## config.mk

```make
export PLATFORM = sky130hd
export DESIGN_NAME = prefix_xlate
export DESIGN_NICKNAME = d
export VERILOG_FILES = /design/src/rtl/prefix_pkg.sv /design/src/rtl/prefix_reg.sv /design/src/rtl/prefix_classify.sv /design/src/rtl/prefix_xlate.sv
export SDC_FILE = /design/constraint.sdc
export NUM_CORES = 1
export LEC_CHECK = 0
export BUFFER_PORTS_ARGS = -buffer_cell sky130_fd_sc_hd__buf_4
export CAP_MARGIN = 15
export CORE_ASPECT_RATIO = 1.25
export CORE_MARGIN = 10
export CORE_UTILIZATION = 35
export DETAILED_ROUTE_END_ITERATION = 8
export PLACE_DENSITY_LB_ADDON = 0.05
export SLEW_MARGIN = 20
export SYNTH_ARGS = -nofsm -noshare
export SYNTH_HDL_FRONTEND = slang
export SYNTH_SLANG_ARGS = --single-unit
```

## constraint.sdc

```tcl
create_clock -name clk -period 2.8 [get_ports clk]
set_input_delay 0.28 -clock clk [delete_from_list [all_inputs] [get_ports clk]]
set_output_delay 0.28 -clock clk [all_outputs]
set_load 0.02 [all_outputs]
```

## src/rtl/prefix_pkg.sv

```systemverilog
package prefix_pkg;

    typedef enum logic [1:0] {
        XC_PASS    = 2'd0,
        XC_FORWARD = 2'd1,
        XC_REVERSE = 2'd2
    } xcase_e;

endpackage

```

## src/rtl/prefix_reg.sv

```systemverilog
module prefix_reg #(
    parameter int PAGE_W = 12
) (
    input  logic              clk,
    input  logic              rst_n,
    input  logic              we,
    input  logic [PAGE_W-1:0] din,
    output logic [PAGE_W-1:0] q
);

    always_ff @(posedge clk) begin
        if (!rst_n) begin
            q <= '0;
        end else if (we) begin
            q <= din;
        end
    end

endmodule

```

## src/rtl/prefix_classify.sv

```systemverilog
module prefix_classify
    import prefix_pkg::*;
#(
    parameter int PAGE_W = 12
) (
    input  logic [PAGE_W-1:0] page_in,
    input  logic [PAGE_W-1:0] pfx,
    output xcase_e            kind,
    output logic [PAGE_W-1:0] page_out
);

    logic page_zero;
    logic page_hit;

    assign page_zero = (page_in == '0);
    assign page_hit  = (page_in == pfx);

    // Page zero takes priority: with a zero relocation value both
    // tests match and either result is zero, so the output is steady.
    always_comb begin
        if (page_zero) begin
            kind = XC_FORWARD;
        end else if (page_hit) begin
            kind = XC_REVERSE;
        end else begin
            kind = XC_PASS;
        end
    end

    always_comb begin
        unique case (kind)
            XC_FORWARD: page_out = pfx;
            XC_REVERSE: page_out = '0;
            XC_PASS:    page_out = page_in;
            default:    page_out = page_in;
        endcase
    end

endmodule

```

## src/rtl/prefix_xlate.sv

```systemverilog
module prefix_xlate
    import prefix_pkg::*;
#(
    parameter int RA_W  = 24,
    parameter int ABS_W = 24,
    parameter int OFF_W = 12
) (
    input  logic                     clk,
    input  logic                     rst_n,
    input  logic                     pfx_we,
    input  logic [ABS_W-OFF_W-1:0]   pfx_din,
    input  logic                     ra_vld,
    input  logic [RA_W-1:0]          ra,
    output logic                     abs_vld,
    output logic [ABS_W-1:0]         abs_addr
);

    localparam int PAGE_W = ABS_W - OFF_W;

    logic [ABS_W-1:0]  ra_ext;
    logic [PAGE_W-1:0] pfx_q;
    logic [PAGE_W-1:0] page_new;
    xcase_e            kind;

    generate
        if (RA_W < ABS_W) begin : g_zext
            assign ra_ext = {{(ABS_W-RA_W){1'b0}}, ra};
        end else begin : g_full
            assign ra_ext = ra[ABS_W-1:0];
        end
    endgenerate

    prefix_reg #(.PAGE_W(PAGE_W)) u_pfx (
        .clk   (clk),
        .rst_n (rst_n),
        .we    (pfx_we),
        .din   (pfx_din),
        .q     (pfx_q)
    );

    prefix_classify #(.PAGE_W(PAGE_W)) u_cls (
        .page_in  (ra_ext[ABS_W-1:OFF_W]),
        .pfx      (pfx_q),
        .kind     (kind),
        .page_out (page_new)
    );

    always_ff @(posedge clk) begin
        if (!rst_n) begin
            abs_vld  <= 1'b0;
            abs_addr <= '0;
        end else begin
            abs_vld <= ra_vld;
            if (ra_vld) begin
                abs_addr <= {page_new, ra_ext[OFF_W-1:0]};
            end
        end
    end

endmodule

```

# After elaboration in Yosys (flattened, before gate mapping)

Index checks and enable logic that the tools add are counted.

Bits in registers: 37
Bits of input ports: 40
Output and inout bits: 25
Logic and storage cells: 10

Eq/ne operators: 3
Muxes and demuxes: 3
Reductions and logical operators: 1

Operators with widths:

| kind                 | count |
|---|---|
| $pmux W12 S2         | 1 |
| $eq A12 B12 Y1       | 1 |
| $logic_not A12 Y1    | 1 |
| $mux W2              | 2 |
| $eq A2 B1 Y1 const B | 1 |
| $eq A2 B2 Y1 const B | 1 |

# Logic depth before layout (Yosys ltp)

Gate-level depths: netlist of the first run.

Depth in word-level cells: 5
Depth in mapped cells: 5
Depth with buffers taken out: 4

# By module

From an unflattened synthesis of the first run, not the netlist that was laid out.

Cells, all modules: 154
Area, all modules: 1701.6 um^2

By module, submodules not included:

| module          | instances | cells an instance | area each (um^2) | seq. area each (um^2) |
|---|---|---|---|---|
| prefix_xlate    | 1         | 79                | 955.9            | 500.5 |
| prefix_reg      | 1         | 38                | 450.4            | 240.2 |
| prefix_classify | 1         | 37                | 295.3            | 0.0 |

# Least setup slack after synthesis of the first run

OpenSTA, ideal clock, no wires.

Path kind: flip-flop to flip-flop
Start: register u_pfx.q[9]
End: register abs_addr[18]
Data arrival time: 1109 ps
Data required time: 2673 ps
Setup slack: 1564 ps
Stages on the path, launching flop included: 6
Cells stage by stage: dfxtp_1 > xnor2_1 > nand4_1 > nor3_2 > buf_6 > o22ai_2

Longest elaborated chain between the ends: 5
Elaborated cells between the ends (all ways): 6
Classes of those cells: eq/ne: 3; mux: 3

RTL lines:

| element                                      | line                  | source |
|---|---|---|
| from (decl)                                  | prefix_reg.sv:8       | `output logic [PAGE_W-1:0] q` |
| from (signal assigned)                       | prefix_reg.sv:15      | `q <= din;` |
| $eq A12 B12 Y1 *                             | prefix_classify.sv:16 | `assign page_hit = (page_in == pfx);` |
| $mux W2 *                                    | prefix_classify.sv:23 | `end else if (page_hit) begin` |
| $mux W2 *                                    | prefix_classify.sv:21 | `if (page_zero) begin` |
| $eq A2 B2 Y1 or $eq A2 B1 Y1 (tied branches) | prefix_classify.sv:31 | `unique case (kind)` |
| $pmux W12 S2 *                               | prefix_classify.sv:31 |  |
| to (signal assigned)                         | prefix_xlate.sv:55    | `abs_addr <= {page_new, ra_ext[OFF_W-1:0]};` |
| to (decl)                                    | prefix_xlate.sv:15    | `output logic [ABS_W-1:0] abs_addr` |

Every way passes the cells marked *; elsewhere a longest branch is shown, timed or not.
A chain may end at the register's enable or synchronous reset.

# Worst setup path after layout of the first run

Start: register u_pfx.q[8]
End: register abs_addr[18]

The elaborated chain is that of the path after synthesis.

==> summary.md, run 1 <==
| Metric | Value |
|---|---|
| DRT iter0 DRCs | 74 |
| Core area | 0.00504 sq mm |
| Initial antenna violation count | 0 |
| Synth area leaders | dfxtp_1 41%, mux2i_1 13%, nor2b_1 8.4% |
| Seq/Total Area, Yosys | 0.412 |
| Critical Path Stages | 5 |
| Vias in the first global route | 1,541 |
| Syn_nets | 207 |
| N_diodes | 0 |
| RSZ-0062 raised after global routing | no |
| CTS Buf Count | 5 |
| Distinct cell type count after synthesis | 20 |
| Pwr Density | 515 mW/mm^2 |
| Clk network pwr share | 0.309 |
| Maximum vdd ir drop | 233 uV |
| Yosys reg bits | 37 |
| Syn avg cell area | 10.8 sq um |
| Psw | 331 uW |
| Initial Utilization | 0.356 |
| Status | complete, no violations |
| Routability cong. | 0.827 |
| Final setup fails | 0 |
| First-pass iteration count of the detailed router | 4 |
| Area growth from synthesis to layout | 31.9% |
| Tmin final | 1.40 ns |
| Worst path bufs/invs | 1 |
| Maximum clock path buffer count | 2 |
| Post-synth EDFFs | 0 |
| Crit path cell chain | xnor2_1 -> nand4_1 -> nor3_2 -> buf_4 -> o22ai_2 |
| H-Tree Depth | 2 |
| Synthesized area | 0.00180 sq mm |
| Crit path to | abs_addr[18] |
| CTS tree | done |
| Drt total wl | 5020 um |
| Synth area leader | dfxtp_1 |
| Die area | 0.00842 sq mm |
| First-pass GRT wire length | 7780 um |
| Max incr delay on CP | 0.43 ns |
| Clock root cell | clkbuf_8 |
| Post-route core utilization | 0.470 |
| Fin crit share | 0.499 |
| CP top delay family | flip-flops |
| CP Data Arrival Time | 1.56 ns |
| Yosys top cell area share | 0.412 |
| # rows | 29 |
| Reg-to-reg startpoint | u_pfx.q[8] |
| Nets@finish | 266 |
| Max stage delay cell, worst path | dfxtp_1 |
| Worst R2R Setup Slack | 1.40 ns |
| Net Sw Frac | 0.271 |
| Max frequency | 0.716 GHz |
| Max Cap Viol | 0 |
| # port buffers | 64 |
| Flop pwr share | 0.486 |
| CTS Sinks | 37 |
| Worst-margin pin slew | 0.499 ns |
| Min-delay worst type | in -> reg |
| Primary FF master, synth | dfxtp_1 |
| Int Power | 891 uW |
| DRC errors left | 0 |
| Met1 GRT Util | 0.130 |
| M3 GR Usage | 0.0486 |
| R2r endpoint | abs_addr[18] |
| Max Slew Vio Count | 0 |
| CP Data Required Time | 2.96 ns |
| Yosys warnings | 0 |
| IO Pins | 65 |
| Largest net degree at the start of global routing | 50 |
| Die height | 100 um |
| Met2 Resource Use GR | 0.183 |
| Part of the power in combinational logic | 0.206 |
| Critical Path Source Type | flop |
| Latest clock arrival within the worst-skew pair | 0.28 ns |
| CP Class | reg -> reg |
| Critical Path End Type | flop |
| Total setup buffers inserted after CTS | 0 |
| Hpwl dp | 3680 um |
| Async S/R FF share, synth | 0 |
| Leak | 0.990 nW |
| Routing layer with the top usage in global route | met2 |
| Worst R2R Path Depth | 5 |
| Mapped Cells | 167 |
| Total vias in the final route | 1,451 |
| Hold-fix buffers, CTS | 0 |
| Final Skew | 0.00284 ns |
| Total grt overflow | 0 |
| Clk slew on worst S/H paths | 0.07 ns |
| Crit path from | u_pfx.q[8] |
| All-Layer GR Usage | 0.114 |
| Layout cell share with drive strength beyond 1 | 0.416 |
| Average routed wire per standard cell | 17.4 um |
| # resized after CTS | 0 |
| Setup TNS | 0 ns |
| Die X | 84.1 um |
| Top fanout value on the critical path | 12 |
| Final ANT Viol Nets | 0 |
| Relative max-transition margin | 0.667 |
| Via density | 5.04 |
| Final Hold Vio Count | 0 |
-- layout by cell type (no fill, tap or decap), types with 2 or more instances in the layout --
master / instances
buf_4: 65
dfxtp_1: 37
mux2i_1: 24
nor2b_1: 24
o21ai_0: 12
xnor2_1: 12
o211ai_1: 12
o22ai_2: 11
a21boi_2: 10
clkbuf_8: 6
nor4_1: 3
nand4_1: 3
a21boi_0: 2
-- state kept, by name, summed over array words and instances (netlist names) --
name      flops
u_pfx.q      12
abs_addr     24
abs_vld       1
-- logic make-up (layout without fill, tap and decap cells) --
logic type	Yosys count	count (layout)	synth area share
AOI/OAI and AO/OA	48	48	0.235
xor gates and xnor gates	12	12	0.0585
buffers and inverters	13	72	0.0438
DFF	37	37	0.412
muxes	24	24	0.134
and+or+nand+nor	33	33	0.118
-- power groups by stage --
stage	Sequential (mW)	Combinational (mW)	Clock, mW
after floorplan	0.633	0.110	0
after global placement	0.603	0.248	0
after detailed placement	0.605	0.255	0
after CTS	0.593	0.255	0.393
after global routing	0.597	0.272	0.418
final	0.593	0.251	0.377
-- cell usage after synthesis, types with 3 or more instances --
| library cell | number |
|---|---|
| xnor2_1 | 12 |
| nor2b_1 | 24 |
| o21ai_0 | 12 |
| clkbuf_1 | 8 |
| nor4_1 | 3 |
| dfxtp_1 | 37 |
| mux2i_1 | 24 |
| nand4_1 | 3 |
| o22ai_2 | 11 |
| a21boi_2 | 10 |
| o211ai_1 | 12 |
-- per-stage QoR --
stage	worst slack [ns]	total power, mW	hold WS [ns]	cell area, sq um	cells
6_report	1.40	1.22	0.256	2370	288
5_1_grt	1.31	1.29	0.249	2370	288
4_1_cts	1.40	1.24	0.248	2370	288
3_5_place_dp	1.10	0.860	0.509	2280	281
3_3_place_gp	1.17	0.852	0.500	2280	281
2_1_floorplan	1.56	0.743	0.449	1800	167
-- worst min path at each step --
stage / startpoint / to / slack, ns / depth (start not counted)
after floorplan: pfx_din[0] / u_pfx.q[0] / 0.45 / 2
after global placement: abs_addr[8] / abs_addr[8] / 0.50 / 2
after detailed placement: abs_addr[8] / abs_addr[8] / 0.51 / 2
after CTS: pfx_din[4] / u_pfx.q[4] / 0.25 / 3
after global routing: pfx_din[8] / u_pfx.q[8] / 0.25 / 3
final: pfx_din[8] / u_pfx.q[8] / 0.26 / 3
-- tightest hold or removal path: stages --
cell     delay [ns]
buf_4          0.08
mux2i_1        0.05
nor2b_1        0.09
-- routing by layer --
| metal | up-vias | wire (um) |
|---|---|---|
| li1 | 722 | - |
| met1 | 676 | 2140 |
| met2 | 47 | 2440 |
| met3 | 6 | 371 |
| met4 | 0 | 62 |
| met5 | - | 0 |
-- area by class of cell --
cell class                 count  area [sq um]
sequential                    37           741
timing repair buffer          65           488
multi-input combinational    117           978
clock buffer                   7          86.3
tap                           62          77.6
fill                         480          2670
Power figures use the tool's default switching activity.
==> run 2: changes to the inputs <==
Clock period 2.8 ns to 1.1 ns, I/O delays scaled along.
==> summary.md, run 2 (synthesized netlist as in run 1, its figures left out) <==
| Metric | Value |
|---|---|
| Status | complete, but fails checks |
| Failing checks | setup timing |
| Maximum vdd ir drop | 761 uV (+230%) |
| Setup TNS | -1.63 ns (-1.63 ns) |
| First-pass GRT wire length | 8250 um (+6.0%) |
| CP top delay family | simple AND/OR/NAND/NOR gates |
| Clk slew on worst S/H paths | 0.07 ns (about the same) |
| Pwr Density | 1210 mW/mm^2 (+130%) |
| H-Tree Depth | 2 (unchanged) |
| Most frequent cells in the layout | 88 x buf_4, 29 x dfxtp_1, 24 x mux2i_1, 24 x nor2b_1 |
| Most common cell after layout, fill and taps aside | buf_4 |
| Die height | 100 um (unchanged) |
| Initial Utilization | 0.356 (unchanged) |
| Pre-CTS WS | -0.256 ns (-1.36 ns) |
| Max incr delay on CP | 0.35 ns (-0.08 ns) |
| CP Data Arrival Time | 1.42 ns (-0.14 ns) |
| Worst-margin pin slew | 0.371 ns (-0.129 ns) |
| Maximum clock path buffer count | 2 (unchanged) |
| Leak | 1.15 nW (+16%) |
| Final Skew | 0.00452 ns (+0.00168 ns) |
| Clock root cell | clkbuf_8 |
| CTS tree | done |
| Via density | 5.01 (-0.63%) |
| First-pass iteration count of the detailed router | 4 (unchanged) |
| Worst path bufs/invs | 1 (unchanged) |
| Layout cell share with drive strength beyond 1 | 0.526 (+0.110) |
| Min-delay worst type | in -> reg |
| Latest clock arrival within the worst-skew pair | 0.28 ns (about the same) |
| N_diodes | 0 (unchanged) |
| Relative max-transition margin | 0.753 (+0.0858) |
| Final ANT Viol Nets | 0 (unchanged) |
| Total grt overflow | 0 (unchanged) |
| Average routed wire per standard cell | 16.5 um (-5.3%) |
| Core area | 0.00504 sq mm (unchanged) |
| Die X | 84.1 um (unchanged) |
| Routability cong. | 0.809 (-2.1%) |
| DRT iter0 DRCs | 53 (-28%) |
| Largest Register | abs_addr |
| Total chip power | 3.17 mW (+160%) |
| Initial antenna violation count | 0 (unchanged) |
| Max Slew Vio Count | 0 (unchanged) |
| Post-route core utilization | 0.520 (+0.0504) |
| Crit path from | u_pfx.q[11] |
| Vias in the first global route | 1,662 (+7.9%) |
| Final setup fails | 12 (+12) |
| CTS Sinks | 37 (unchanged) |
| Crit path cell chain | xnor2_2 -> nand4_1 -> nor3_2 -> buf_4 -> o22ai_2 |
| Critical Path End Type | flop |
| Dpl cells | 305 (+8.5%) |
| Nets@finish | 291 (+9.4%) |
| IO Pins | 65 (unchanged) |
| CTS Buf Count | 5 (unchanged) |
| Hold slack | 0.0866 ns (-0.169 ns) |
| Top fanout value on the critical path | 6 (-6) |
| Max stage delay cell, worst path | dfxtp_4 |
| CP Data Required Time | 1.26 ns (-1.70 ns) |
| Largest net degree at the start of global routing | 44 (-12%) |
| All-Layer GR Usage | 0.119 (+0.00441) |
| Min-Delay Startpoint | pfx_din[10] |
| # port buffers | 64 (unchanged) |
| Max Cap Viol | 0 (unchanged) |
| Layout Cells excl Fill | 313 (+8.7%) |
| Setup WS post-layout | -0.159 ns (-1.56 ns) |
| Final Hold Vio Count | 0 (unchanged) |
| Max frequency | 0.794 GHz (+11%) |
| Reg-to-reg startpoint | u_pfx.q[11] |
| Final instance area | 0.00263 sq mm (+11%) |
| Total vias in the final route | 1,567 (+8.0%) |
| DRC errors left | 0 (unchanged) |
| Drt total wl | 5160 um (+2.9%) |
| Tmin final | 1.26 ns (-0.138 ns) |
| Area growth from synthesis to layout | 46.0% |
| RSZ-0062 raised after global routing | yes |
| Hpwl dp | 4000 um (+8.7%) |
| Largest regs | abs_addr: 24 flops, u_pfx.q: 12 flops, abs_vld: 1 flops |
| Critical Path Source Type | flop |
| # rows | 29 (unchanged) |
| Cell Area, Placed | 0.00248 sq mm (+8.8%) |
| Fin crit share | 1.14 (+0.646) |
| CP Class | reg -> reg |
| Die area | 0.00842 sq mm (unchanged) |
| Max reg flops | 24 (unchanged) |
run 2: where the power goes:
part	switching [mW]	leakage [nW]	internal (mW)	total [mW]
clock	0.438	0.0443	0.497	0.935
combinational	0.333	0.796	0.398	0.731
sequential	0.0674	0.310	1.44	1.51
run 2: worst reg2reg max path, stage by stage (launching register included):
cell and delay [ns]:
dfxtp_4 0.35, xnor2_2 0.13, nand4_1 0.12, nor3_2 0.25, buf_4 0.20, o22ai_2 0.07
run 2: worst paths after layout:
path,depth (start not counted),slack (ns),end
max,5,-0.16,abs_addr[12]
min,3,0.09,u_pfx.q[10]
max reg2reg,5,-0.16,abs_addr[12]
min reg2reg,2,0.52,abs_addr[9]
run 2: timing repair:
action | CTS | global route
setup buffers | 1 | 0
pin swaps | 6 | 0
gates resized for setup | 9 | 0
gates cloned | 0 | 0
hold buffers | 0 | 0
setup endpoints to repair | 12 | 12
run 2: metal layers:
layer	wire length (um)	up-vias	track usage
li1	-	772	-
met1	2130	743	0.132
met2	2630	47	0.205
met3	359	5	0.0478
met4	36	0	0.0310
met5	0	-	0
run 2: final cells by class:
type	instances	area, sq um
Clock buffer	7	86.3
Fill cell	474	2420
Multi-Input combinational cell	117	1020
Sequential cell	37	753
Tap cell	62	77.6
Timing Repair Buffer	90	692
==> run 3: changes to the inputs <==
Settings changed: GPL_TIMING_DRIVEN set to 0.
==> summary.md, run 3 (synthesized netlist as in run 1, its figures left out) <==
| Metric | Value |
|---|---|
| # port buffers | 62 (-3.1%) |
| Largest Register | abs_addr |
| Max stage delay cell, worst path | dfxtp_2 |
| Tmin final | 1.33 ns (+0.0661 ns) |
| Layout cell share with drive strength beyond 1 | 0.531 (+0.00472) |
| Crit path cell chain | xnor2_2 -> nand4_1 -> nor3_2 -> buf_4 -> o22ai_2 |
| RSZ-0062 raised after global routing | yes |
| Latest clock arrival within the worst-skew pair | 0.29 ns (about the same) |
| Critical Path End Type | flop |
| Layout Cells excl Fill | 307 (-1.9%) |
| Area growth from synthesis to layout | 47.0% |
| H-Tree Depth | 2 (unchanged) |
| Worst R2R Setup Slack | -0.23 ns (-0.07 ns) |
| Max Slew Vio Count | 0 (unchanged) |
| Core area | 0.00504 sq mm (unchanged) |
| Max frequency | 0.755 GHz (-5.0%) |
| R2r endpoint | abs_addr[20] |
| Worst-margin pin slew | 0.504 ns (+0.133 ns) |
| CP Data Required Time | 1.27 ns (about the same) |
| Die height | 100 um (unchanged) |
| Vias in the first global route | 1,736 (+4.5%) |
| Die area | 0.00842 sq mm (unchanged) |
| Fin crit share | 1.20 (+0.0601) |
| Largest net degree at the start of global routing | 13 (-70%) |
| CTS tree | done |
| Dpl cells | 291 (-4.6%) |
| Clk slew on worst S/H paths | 0.08 ns (about the same) |
| Max incr delay on CP | 0.36 ns (about the same) |
| Top fanout value on the critical path | 5 (-1) |
| Largest regs | abs_addr: 24 flops, u_pfx.q: 12 flops, abs_vld: 1 flops |
| Initial Utilization | 0.356 (unchanged) |
| Average routed wire per standard cell | 17.9 um (+8.5%) |
| Worst R2R Path Depth | 5 (unchanged) |
| # rows | 29 (unchanged) |
| Most common cell after layout, fill and taps aside | buf_4 |
| Critical Path Source Type | flop |
| Leak | 1.14 nW (-1.0%) |
| Critical Path Stages | 5 (unchanged) |
| IO Pins | 65 (unchanged) |
| Status | complete, but fails checks |
| Clock root cell | clkbuf_8 |
| Crit path to | abs_addr[20] |
| DRC errors left | 0 (unchanged) |
| Initial antenna violation count | 0 (unchanged) |
| Final instance area | 0.00264 sq mm (+0.72%) |
| CTS Buf Count | 5 (unchanged) |
| Failing checks | setup timing |
| Hold slack | 0.0740 ns (-0.0126 ns) |
| DRT iter0 DRCs | 54 (+1.9%) |
| CP Data Arrival Time | 1.50 ns (+0.08 ns) |
| Maximum clock path buffer count | 2 (unchanged) |
| Most frequent cells in the layout | 71 x buf_4, 25 x dfxtp_1, 24 x mux2i_1, 24 x nor2b_1 |
| Die X | 84.1 um (unchanged) |
| Total chip power | 3.63 mW (+14%) |
| Relative max-transition margin | 0.664 (-0.0888) |
| Reg-to-reg startpoint | u_pfx.q[11] |
| First-pass GRT wire length | 8850 um (+7.3%) |
| Min-delay worst type | in -> reg |
| Min-Delay Startpoint | ra[6] |
| CP top delay family | simple AND/OR/NAND/NOR gates |
| Final setup fails | 12 (unchanged) |
| CP Class | reg -> reg |
| Final Skew | 0.00839 ns (+0.00387 ns) |
| Setup WS post-layout | -0.225 ns (-0.0661 ns) |
| Total grt overflow | 0 (unchanged) |
| Final ANT Viol Nets | 0 (unchanged) |
| Hold-fix buffers, CTS | 0 (unchanged) |
| Nets@finish | 284 (-2.4%) |
| First-pass iteration count of the detailed router | 4 (unchanged) |
| Via density | 5.07 (+1.3%) |
| Pre-CTS WS | -0.310 ns (-0.0536 ns) |
| Worst path bufs/invs | 1 (unchanged) |
| Max Cap Viol | 0 (unchanged) |
| N_diodes | 0 (unchanged) |
| Drt total wl | 5490 um (+6.4%) |
| Final Hold Vio Count | 0 (unchanged) |
| Maximum vdd ir drop | 987 uV (+30%) |
| Setup TNS | -2.30 ns (-0.670 ns) |
| Total vias in the final route | 1,557 (-0.64%) |
| Max reg flops | 24 (unchanged) |
| Routability cong. | 0.835 (+3.2%) |
| Hpwl dp | 4180 um (+4.7%) |
| Cell Area, Placed | 0.00235 sq mm (-5.5%) |
| Post-route core utilization | 0.524 (+0.00372) |
| CTS Sinks | 37 (unchanged) |
| Crit path from | u_pfx.q[11] |
| All-Layer GR Usage | 0.129 (+0.0106) |
| Pwr Density | 1370 mW/mm^2 (+14%) |
run 3: changes by cell type in the layout (fill, tap and decap cells not counted), moves of 3 or more:
cell / before / now
clkbuf_1: 1 / 8
dfxtp_1: 29 / 25
xnor2_2: 5 / 11
xnor2_1: 7 / 1
dfxtp_2: 7 / 10
buf_4: 88 / 71
run 3: worst reg2reg max path: stages, from the launching register on:
cell,delay (ns)
dfxtp_2,0.36
xnor2_2,0.11
nand4_1,0.14
nor3_2,0.30
buf_4,0.23
o22ai_2,0.07
run 3: how the worst min path moves through the flow:
stage                              to  slack (ns)  cells past startpoint
after global routing      abs_addr[8]        0.08                      3
after global placement    abs_addr[4]        0.37                      3
final                     abs_addr[6]        0.07                      3
after CTS                 abs_addr[6]        0.07                      3
after detailed placement  u_pfx.q[11]        0.37                      3
after floorplan            u_pfx.q[5]        0.28                      2
run 3: layout make-up:
class / instances / area, sq um
buffer: 13 / 78.8
clock buffer: 5 / 68.8
clock inverter: 3 / 65.1
fill: 463 / 2400
multi-input combinational: 117 / 1070
sequential: 37 / 761
tap: 62 / 77.6
timing repair buffer: 70 / 526
run 3: metal layers:
layer | wire length, um | track usage | vias to the layer above
li1 | - | - | 759
met1 | 2220 | 0.139 | 747
met2 | 2870 | 0.232 | 43
met3 | 323 | 0.0462 | 8
met4 | 80 | 0.0400 | 0
met5 | 0 | 0 | -
run 3: what timing repair did:
action | in CTS | in global routing
hold endpoints to repair | 0 | 0
resized for setup | 14 | 7
gates cloned | 1 | 0
endpoints found under the setup margin | 12 | 12
pin swaps | 6 | 3
setup buffers | 6 | 1
run 3: power by group:
group / total (mW) / switching [mW] / internal, mW
Clock: 1.40 / 0.498 / 0.901
Combinational: 0.711 / 0.329 / 0.383
Sequential: 1.52 / 0.0807 / 1.44
Total: 3.63 / 0.907 / 2.72
